File: src/rtl/mmd_pkg.sv
package mmd_pkg;
  localparam int unsigned ADDR_W = 16;

  typedef enum logic [1:0] {
    REG_NONE = 2'd0,
    REG_RAM  = 2'd1,
    REG_ROM  = 2'd2,
    REG_IO   = 2'd3
  } region_e;

  // Fixed map anchors (upper nibble of the address)
  localparam logic [3:0] IO_PAGE  = 4'h8;
  localparam logic [1:0] ROM_TOP2 = 2'b11;
endpackage

File: src/rtl/mmd_region_decode.sv
module mmd_region_decode
  import mmd_pkg::*;
#(
  parameter bit FULL_DECODE = 1'b1
) (
  input  logic [3:0] page_hi_i,
  output region_e    region_o
);
  logic ram_hit;

  generate
    if (FULL_DECODE) begin : g_full
      assign ram_hit = (page_hi_i == 4'h0);
    end else begin : g_partial
      assign ram_hit = ~page_hi_i[3];
    end
  endgenerate

  always_comb begin
    if (ram_hit)                          region_o = REG_RAM;
    else if (page_hi_i[3:2] == ROM_TOP2)  region_o = REG_ROM;
    else if (page_hi_i == IO_PAGE)        region_o = REG_IO;
    else                                  region_o = REG_NONE;
  end
endmodule

File: src/rtl/mmd_bank_sel.sv
module mmd_bank_sel #(
  parameter int unsigned BANKS = 4,
  localparam int unsigned IDX_W = (BANKS > 1) ? $clog2(BANKS) : 1
) (
  input  logic             en_i,
  input  logic [IDX_W-1:0] idx_i,
  output logic [BANKS-1:0] sel_no
);
  for (genvar i = 0; i < BANKS; i++) begin : g_bank
    assign sel_no[i] = ~(en_i && (idx_i == IDX_W'(i)));
  end
endmodule

File: src/rtl/mmd_memmap_decoder.sv
module mmd_memmap_decoder
  import mmd_pkg::*;
#(
  parameter bit          FULL_DECODE = 1'b1,
  parameter int unsigned RAM_BANKS   = 4,
  parameter int unsigned ROM_BANKS   = 4
) (
  input  logic                 clk_i,
  input  logic                 rst_ni,
  input  logic [ADDR_W-1:0]    addr_i,
  input  logic                 e_i,
  input  logic                 rw_i,
  output logic [RAM_BANKS-1:0] ram_cs_no,
  output logic [ROM_BANKS-1:0] rom_cs_no,
  output logic                 io_cs_no,
  output logic                 rom_oe_no
);
  localparam int unsigned RAM_IDX_W = (RAM_BANKS > 1) ? $clog2(RAM_BANKS) : 1;
  localparam int unsigned ROM_IDX_W = (ROM_BANKS > 1) ? $clog2(ROM_BANKS) : 1;
  localparam int unsigned RAM_LSB   = 10;  // 1K RAM banks
  localparam int unsigned ROM_LSB   = 12;  // 4K ROM banks

  region_e region;
  logic    ram_en, rom_en, io_en, oe_en;
  logic [RAM_BANKS-1:0] ram_d;
  logic [ROM_BANKS-1:0] rom_d;
  logic [RAM_BANKS-1:0] ram_q;
  logic [ROM_BANKS-1:0] rom_q;
  logic io_q, oe_q;
  logic unused_addr_bits;

  assign unused_addr_bits = ^addr_i[RAM_LSB-1:0];

  mmd_region_decode #(.FULL_DECODE(FULL_DECODE)) u_region (
    .page_hi_i (addr_i[ADDR_W-1 -: 4]),
    .region_o  (region)
  );

  assign ram_en = e_i && (region == REG_RAM);
  assign rom_en = e_i && (region == REG_ROM);
  assign io_en  = e_i && (region == REG_IO);
  assign oe_en  = rom_en && rw_i;

  mmd_bank_sel #(.BANKS(RAM_BANKS)) u_ram_sel (
    .en_i   (ram_en),
    .idx_i  (addr_i[RAM_LSB +: RAM_IDX_W]),
    .sel_no (ram_d)
  );

  mmd_bank_sel #(.BANKS(ROM_BANKS)) u_rom_sel (
    .en_i   (rom_en),
    .idx_i  (addr_i[ROM_LSB +: ROM_IDX_W]),
    .sel_no (rom_d)
  );

  always_ff @(posedge clk_i or negedge rst_ni) begin
    if (!rst_ni) begin
      ram_q <= '1;
      rom_q <= '1;
      io_q  <= 1'b1;
      oe_q  <= 1'b1;
    end else begin
      ram_q <= ram_d;
      rom_q <= rom_d;
      io_q  <= ~io_en;
      oe_q  <= ~oe_en;
    end
  end

  assign ram_cs_no = ram_q;
  assign rom_cs_no = rom_q;
  assign io_cs_no  = io_q;
  assign rom_oe_no = oe_q;

  AST_AT_MOST_ONE: assert property (@(posedge clk_i) disable iff (!rst_ni)
    $countones(~{ram_cs_no, rom_cs_no, io_cs_no}) <= 1);

  AST_E_GATES_SEL: assert property (@(posedge clk_i) disable iff (!rst_ni)
    !$past(e_i) |-> (&{ram_cs_no, rom_cs_no, io_cs_no, rom_oe_no}));

  AST_OE_READ_ONLY: assert property (@(posedge clk_i) disable iff (!rst_ni)
    !rom_oe_no |-> $past(rw_i));

  AST_OE_WITH_ROM: assert property (@(posedge clk_i) disable iff (!rst_ni)
    !rom_oe_no |-> !(&rom_cs_no));

  AST_IO_PAGE: assert property (@(posedge clk_i) disable iff (!rst_ni)
    !io_cs_no |-> ($past(addr_i[ADDR_W-1 -: 4]) == IO_PAGE));

  AST_ROM_REGION: assert property (@(posedge clk_i) disable iff (!rst_ni)
    !(&rom_cs_no) |-> ($past(addr_i[ADDR_W-1 -: 2]) == ROM_TOP2));

  generate
    if (FULL_DECODE) begin : g_ast_full
      AST_RAM_FULL: assert property (@(posedge clk_i) disable iff (!rst_ni)
        !(&ram_cs_no) |-> ($past(addr_i[ADDR_W-1 -: 4]) == 4'h0));
    end else begin : g_ast_part
      AST_RAM_PARTIAL: assert property (@(posedge clk_i) disable iff (!rst_ni)
        !(&ram_cs_no) |-> !$past(addr_i[ADDR_W-1]));
    end
  endgenerate
endmodule

File: config.mk
export PLATFORM = sky130hd
export DESIGN_NAME = mmd_memmap_decoder
export DESIGN_NICKNAME = d
export VERILOG_FILES = /design/src/rtl/mmd_pkg.sv /design/src/rtl/mmd_region_decode.sv /design/src/rtl/mmd_bank_sel.sv /design/src/rtl/mmd_memmap_decoder.sv
export SDC_FILE = /design/constraint.sdc
export NUM_CORES = 1
export LEC_CHECK = 0
export BUFFER_PORTS_ARGS = -buffer_cell sky130_fd_sc_hd__buf_4
export CORE_AREA = 4 4 41 43
export CTS_CLUSTER_SIZE = 30
export DETAILED_ROUTE_END_ITERATION = 8
export DIE_AREA = 0 0 45 47
export HOLD_SLACK_MARGIN = 0.1
export PLACE_DENSITY = 0.71
export SYNTH_ARGS = -nofsm -noshare
export SYNTH_HDL_FRONTEND = slang
export SYNTH_HIERARCHICAL = 1
export SYNTH_SLANG_ARGS = --single-unit
File: constraint.sdc
create_clock -name clk_i -period 0.8 [get_ports clk_i]
set_clock_uncertainty 0.2 [all_clocks]
set_input_delay 0.08 -clock clk_i [delete_from_list [all_inputs] [get_ports clk_i]]
set_output_delay 0.08 -clock clk_i [all_outputs]
set_load 0.02 [all_outputs]
## Word-level counts from Yosys, hierarchy flattened

Cells that the tools add are included.

- Equality and inequality tests: 11
- Mux-type cells: 3
- Bitwise logic cells: 10
- Reduce and logical (&&, ||, !) cells: 15

Operators with widths:

| cell | count |
|---|---|
| $eq 2x2->1 const B | 7 |
| $logic_and 1x1->1 | 12 |
| $not 1->1 | 10 |
| $eq 2x1->1 const B | 3 |
| $mux 2 | 3 |
| $eq 4x4->1 const B | 1 |
| $logic_not 2->1 | 2 |
| $logic_not 4->1 | 1 |

- Register bits: 10
- Input bits: 20
- Output and inout port bits: 10
- Word-level logic and storage cells: 43

## Depth between registers and ports, before layout

- Depth after elaboration: 8
- Gate-level depth with buffers: 4
- Depth with buffers taken out: 4

## Hierarchy

Netlist, hierarchy kept.

Modules (own cells, without submodules):

| module | instances | cells each | area each (sq um) | seq. area each (sq um) |
|---|---|---|---|---|
| mmd_memmap_decoder | 1 | 14 | 294.0 | 262.8 |
| mmd_bank_sel | 2 | 4 | 28.8 | 0.0 |
| mmd_region_decode | 1 | 3 | 16.3 | 0.0 |

## Worst setup path after synthesis

No wires, ideal clock.

- Path kind: input -> register
- Start point: in addr_i[13]
- End point: reg ram_q[0], in the netlist ram_cs_no[0]
- Setup time: 0.088 ns
- Data arrival time: 0.904 ns
- Required time: 0.512 ns
- Setup slack: -0.392 ns
- Stages: 3
- Path buffers: 0
- Cells stage by stage: nor3_1 > and3b_1 > or3b_1

- Longest elaborated chain between the ends: 8
- Elaborated cells between the ends (all ways): 9
- Classes of those cells: eq/ne (2); mux (3); bitwise (1); reduce/logical (3)

Ends and longest elaborated chain:

| what | RTL line | RTL |
|---|---|---|
| from (decl) | mmd_memmap_decoder.sv:10 | `input logic [ADDR_W-1:0] addr_i,` |
| $eq 4x4->1 | mmd_region_decode.sv:22 | `else if (page_hi_i == IO_PAGE) region_o = REG_IO;` |
| $mux 2 | mmd_region_decode.sv:22 |  |
| $mux 2 | mmd_region_decode.sv:21 | `else if (page_hi_i[3:2] == ROM_TOP2) region_o = REG_ROM;` |
| $mux 2 (*) | mmd_region_decode.sv:20 | `if (ram_hit) region_o = REG_RAM;` |
| $eq 2x1->1 (*) | mmd_memmap_decoder.sv:39 | `assign ram_en = e_i && (region == REG_RAM);` |
| $logic_and 1x1->1 (*) | mmd_memmap_decoder.sv:39 |  |
| named net ram_en | mmd_memmap_decoder.sv:24 | `logic ram_en, rom_en, io_en, oe_en;` |
| $logic_and 1x1->1 (*) | mmd_bank_sel.sv:10 | `assign sel_no[i] = ~(en_i && (idx_i == IDX_W'(i)));` |
| $not 1->1 (*) | mmd_bank_sel.sv:10 |  |
| named net ram_d[0] | mmd_memmap_decoder.sv:25 | `logic [RAM_BANKS-1:0] ram_d;` |
| to (signal assigned) | mmd_memmap_decoder.sv:63 | `ram_q <= ram_d;` |
| to (decl) | mmd_memmap_decoder.sv:27 | `logic [RAM_BANKS-1:0] ram_q;` |

The timed path passes the listed nets; every way through them passes the cells marked *.

## Final worst setup path

- Start point: reg oe_q, in the netlist rom_oe_no
- End point: out rom_oe_no

RTL lines:

| what | RTL line | RTL |
|---|---|---|
| from (decl) | mmd_memmap_decoder.sv:29 | `logic io_q, oe_q;` |
| from (signal assigned) | mmd_memmap_decoder.sv:66 | `oe_q <= ~oe_en;` |
| to (decl) | mmd_memmap_decoder.sv:16 | `output logic rom_oe_no` |

No word-level cell between the ends.

==> impl_metrics.yaml <==
flow_run:
  cap_violations: 0
synth:
  synthCells: 25
  ys_seq_area_share_pct: 71.4
  synth_edf_count: 0
  synth-async-reset-ratio_pct: 100
  synth_area_leaders: "dfstp_2 71%, nand3b_1 8.2%, and3b_1 4.8%"
  ys_top_cells_by_count: "10 x dfstp_2, 4 x nand3b_1, 3 x nand3_1, 2 x and3b_1, 2 x or3b_1"
  synth_area_leader_cell: "dfstp_2"
  syn_avg_cell_area_um2: 14.7
  yosys_warnings: 6
  ys_types: 9
  yosys_most_used_dff: "dfstp_2"
  synth.net_count: 45
  synth_most_common_cell: "dfstp_2"
  ys_ff_latch: 10
  synthesis.area_um2: 368
  synth_top_area_share_pct: 71.4
timing:
  drv_slew: 0
  timing.fmax_ghz: 0.857
  period_minus_slack_ns: 1.17
  slew_headroom_pct: 89.6
  rsz0062_at_grt: "true"
  whs_ns: -0.204
  fin_crit_sh_pct: 146
  fin_ws_ns: -0.367
  hold_viol: 10
  tightest_slew_ns: 0.155
  final-setup-viol-count: 16
clock_network:
  cts_tree: "done"
  htreeDepth: 1
  holdBufCountCts: 1
  numClockSinks: 10
  clk_pin_slew_ns: 0.06
  cts_buffers: 3
  cts_buffer_depth: 2
  cts_root_buf: "clkbuf_4"
finish:
  diodes: 0
  drive_gt1_share_pct: 81.0
  nets: 80
  fill_cells: 125
  final_cells: 73
  area_growth_pct: 101
drt:
  remaining_drc_errors: 0
  viasPerCell: 4.55
  ant_nets: 0
  wire_per_inst_um: 11.9
  drt_pass1_iterations: 4
  drtIter0Drc: 2
  wl_um: 870
  num_vias: 332
setup_path:
  cp-startpoint: "rom_oe_no"
  crit_slowest_cell: "dfstp_2"
  crit_required_ns: 0.52
  cp-start-kind: "flop"
  critPathCaptureType: "output pin"
  max_stage_delay_ns: 0.53
  critPathBufInv: 1
  criticalPathCategory: "reg2out"
  worstPathCellList: "buf_6"
  cp_max_fo: 1
  worst_ep_arrival_time_ns: 0.89
  path_delay_family: "flip-flops"
floorplan:
  fp.dieH_um: 47
  start_util_pct: 28.3
  core_area_um2: 1300
  die_w_um: 45
  core.rowCount: 13
  dieArea_um2: 2120
  ios: 30
global_routing:
  grt_max_degree: 11
  grt_pass1_vias: 369
  antenna_found_initial: 0
  grt-ovfl-total: 0
  grt_usage_pct: 10.2
  grt_pass1_wl_mm: 1.46
place:
  place_congestion: 0.665
  place_inst: 65
  hpwl_um: 617
  preCtsSetupSlack_ns: -0.489
  io_buffers: 19
min_path:
  min_path_type: "in2reg"
  holdCritStartpoint: "e_i"
pwr:
  p_leak_nw: 0.317
  ir_drop_v: 0.000851
  powerDensity_nw_per_um2: 1380
run_status:
  violations: "negative hold slack, negative setup slack"
  status: "finished with violations"
power by group:
part	switching, mW	leakage [nW]	total [mW]	internal (mW)
clock	0.147	0.0138	0.319	0.172
combinational	0.0673	0.198	0.175	0.108
sequential	0.00330	0.105	0.525	0.521
final cells by class:
| type | instances | area [um2] | area share [%] |
|---|---|---|---|
| clock buffers | 3 | 22.5 | 3.05 |
| multi-input cells | 15 | 135 | 18.3 |
| repair buffers | 30 | 299 | 40.5 |
| flip-flops and latches | 10 | 263 | 35.6 |
| well taps | 15 | 18.8 | 2.54 |
logic make-up after synthesis:
family	synth area share [%]
simple gates	26.5
flops	71.4
compound gates	2.04
placed cells by master, fill, tap and decap left out:
| cell type | count |
|---|---|
| nand3_2 | 2 |
| nand3b_1 | 4 |
| buf_4 | 13 |
| o21a_1 | 1 |
| nor2_4 | 1 |
| buf_8 | 3 |
| nor3_4 | 1 |
| nand4b_1 | 1 |
| and3b_2 | 1 |
| clkbuf_4 | 3 |
| and3b_1 | 1 |
| buf_6 | 13 |
| nand3_1 | 1 |
| dlygate4sd3_1 | 1 |
| or3b_1 | 2 |
| dfstp_2 | 10 |
state kept, by name, summed over array words and instances, names as in the netlist:
register / flops
io_cs_no: 1
ram_cs_no: 4
rom_cs_no: 4
rom_oe_no: 1
routing by layer:
metal / global-route usage, % / up-vias / share of wire (%)
li1: - / 156 / -
met1: 8.94 / 156 / 29
met2: 18.9 / 16 / 56
met3: 4.21 / 4 / 12
met4: 7.02 / 0 / 2.5
met5: 0 / - / 0
per-stage QoR:
stage,utilization [%],setup TNS (ns),cell area [um2],power [mW]
CTS,54.0,-4.14,703,1.02
finish,56.7,-4.05,738,1.02
floorplan,-,-1.40,380,0.564
detailed placement,45.1,-3.83,587,0.656
global route,56.7,-4.63,738,1.08
global placement,45.1,-3.71,587,0.653
worst paths after layout:
check	cells past startpoint	endpoint
worst max-delay path	1	rom_oe_no
worst min-delay path	2	io_cs_no
max in group asynchronous	2	rom_cs_no[1]
min in group asynchronous	2	ram_cs_no[0]
repair_timing:
action	CTS	global route
pin swaps	3	4
endpoints found under the hold margin	20	10
gates resized for setup	18	6
endpoints found under the setup margin	15	18
setup buffers	2	4
Note: power is estimated with default switching activity, not from simulation.
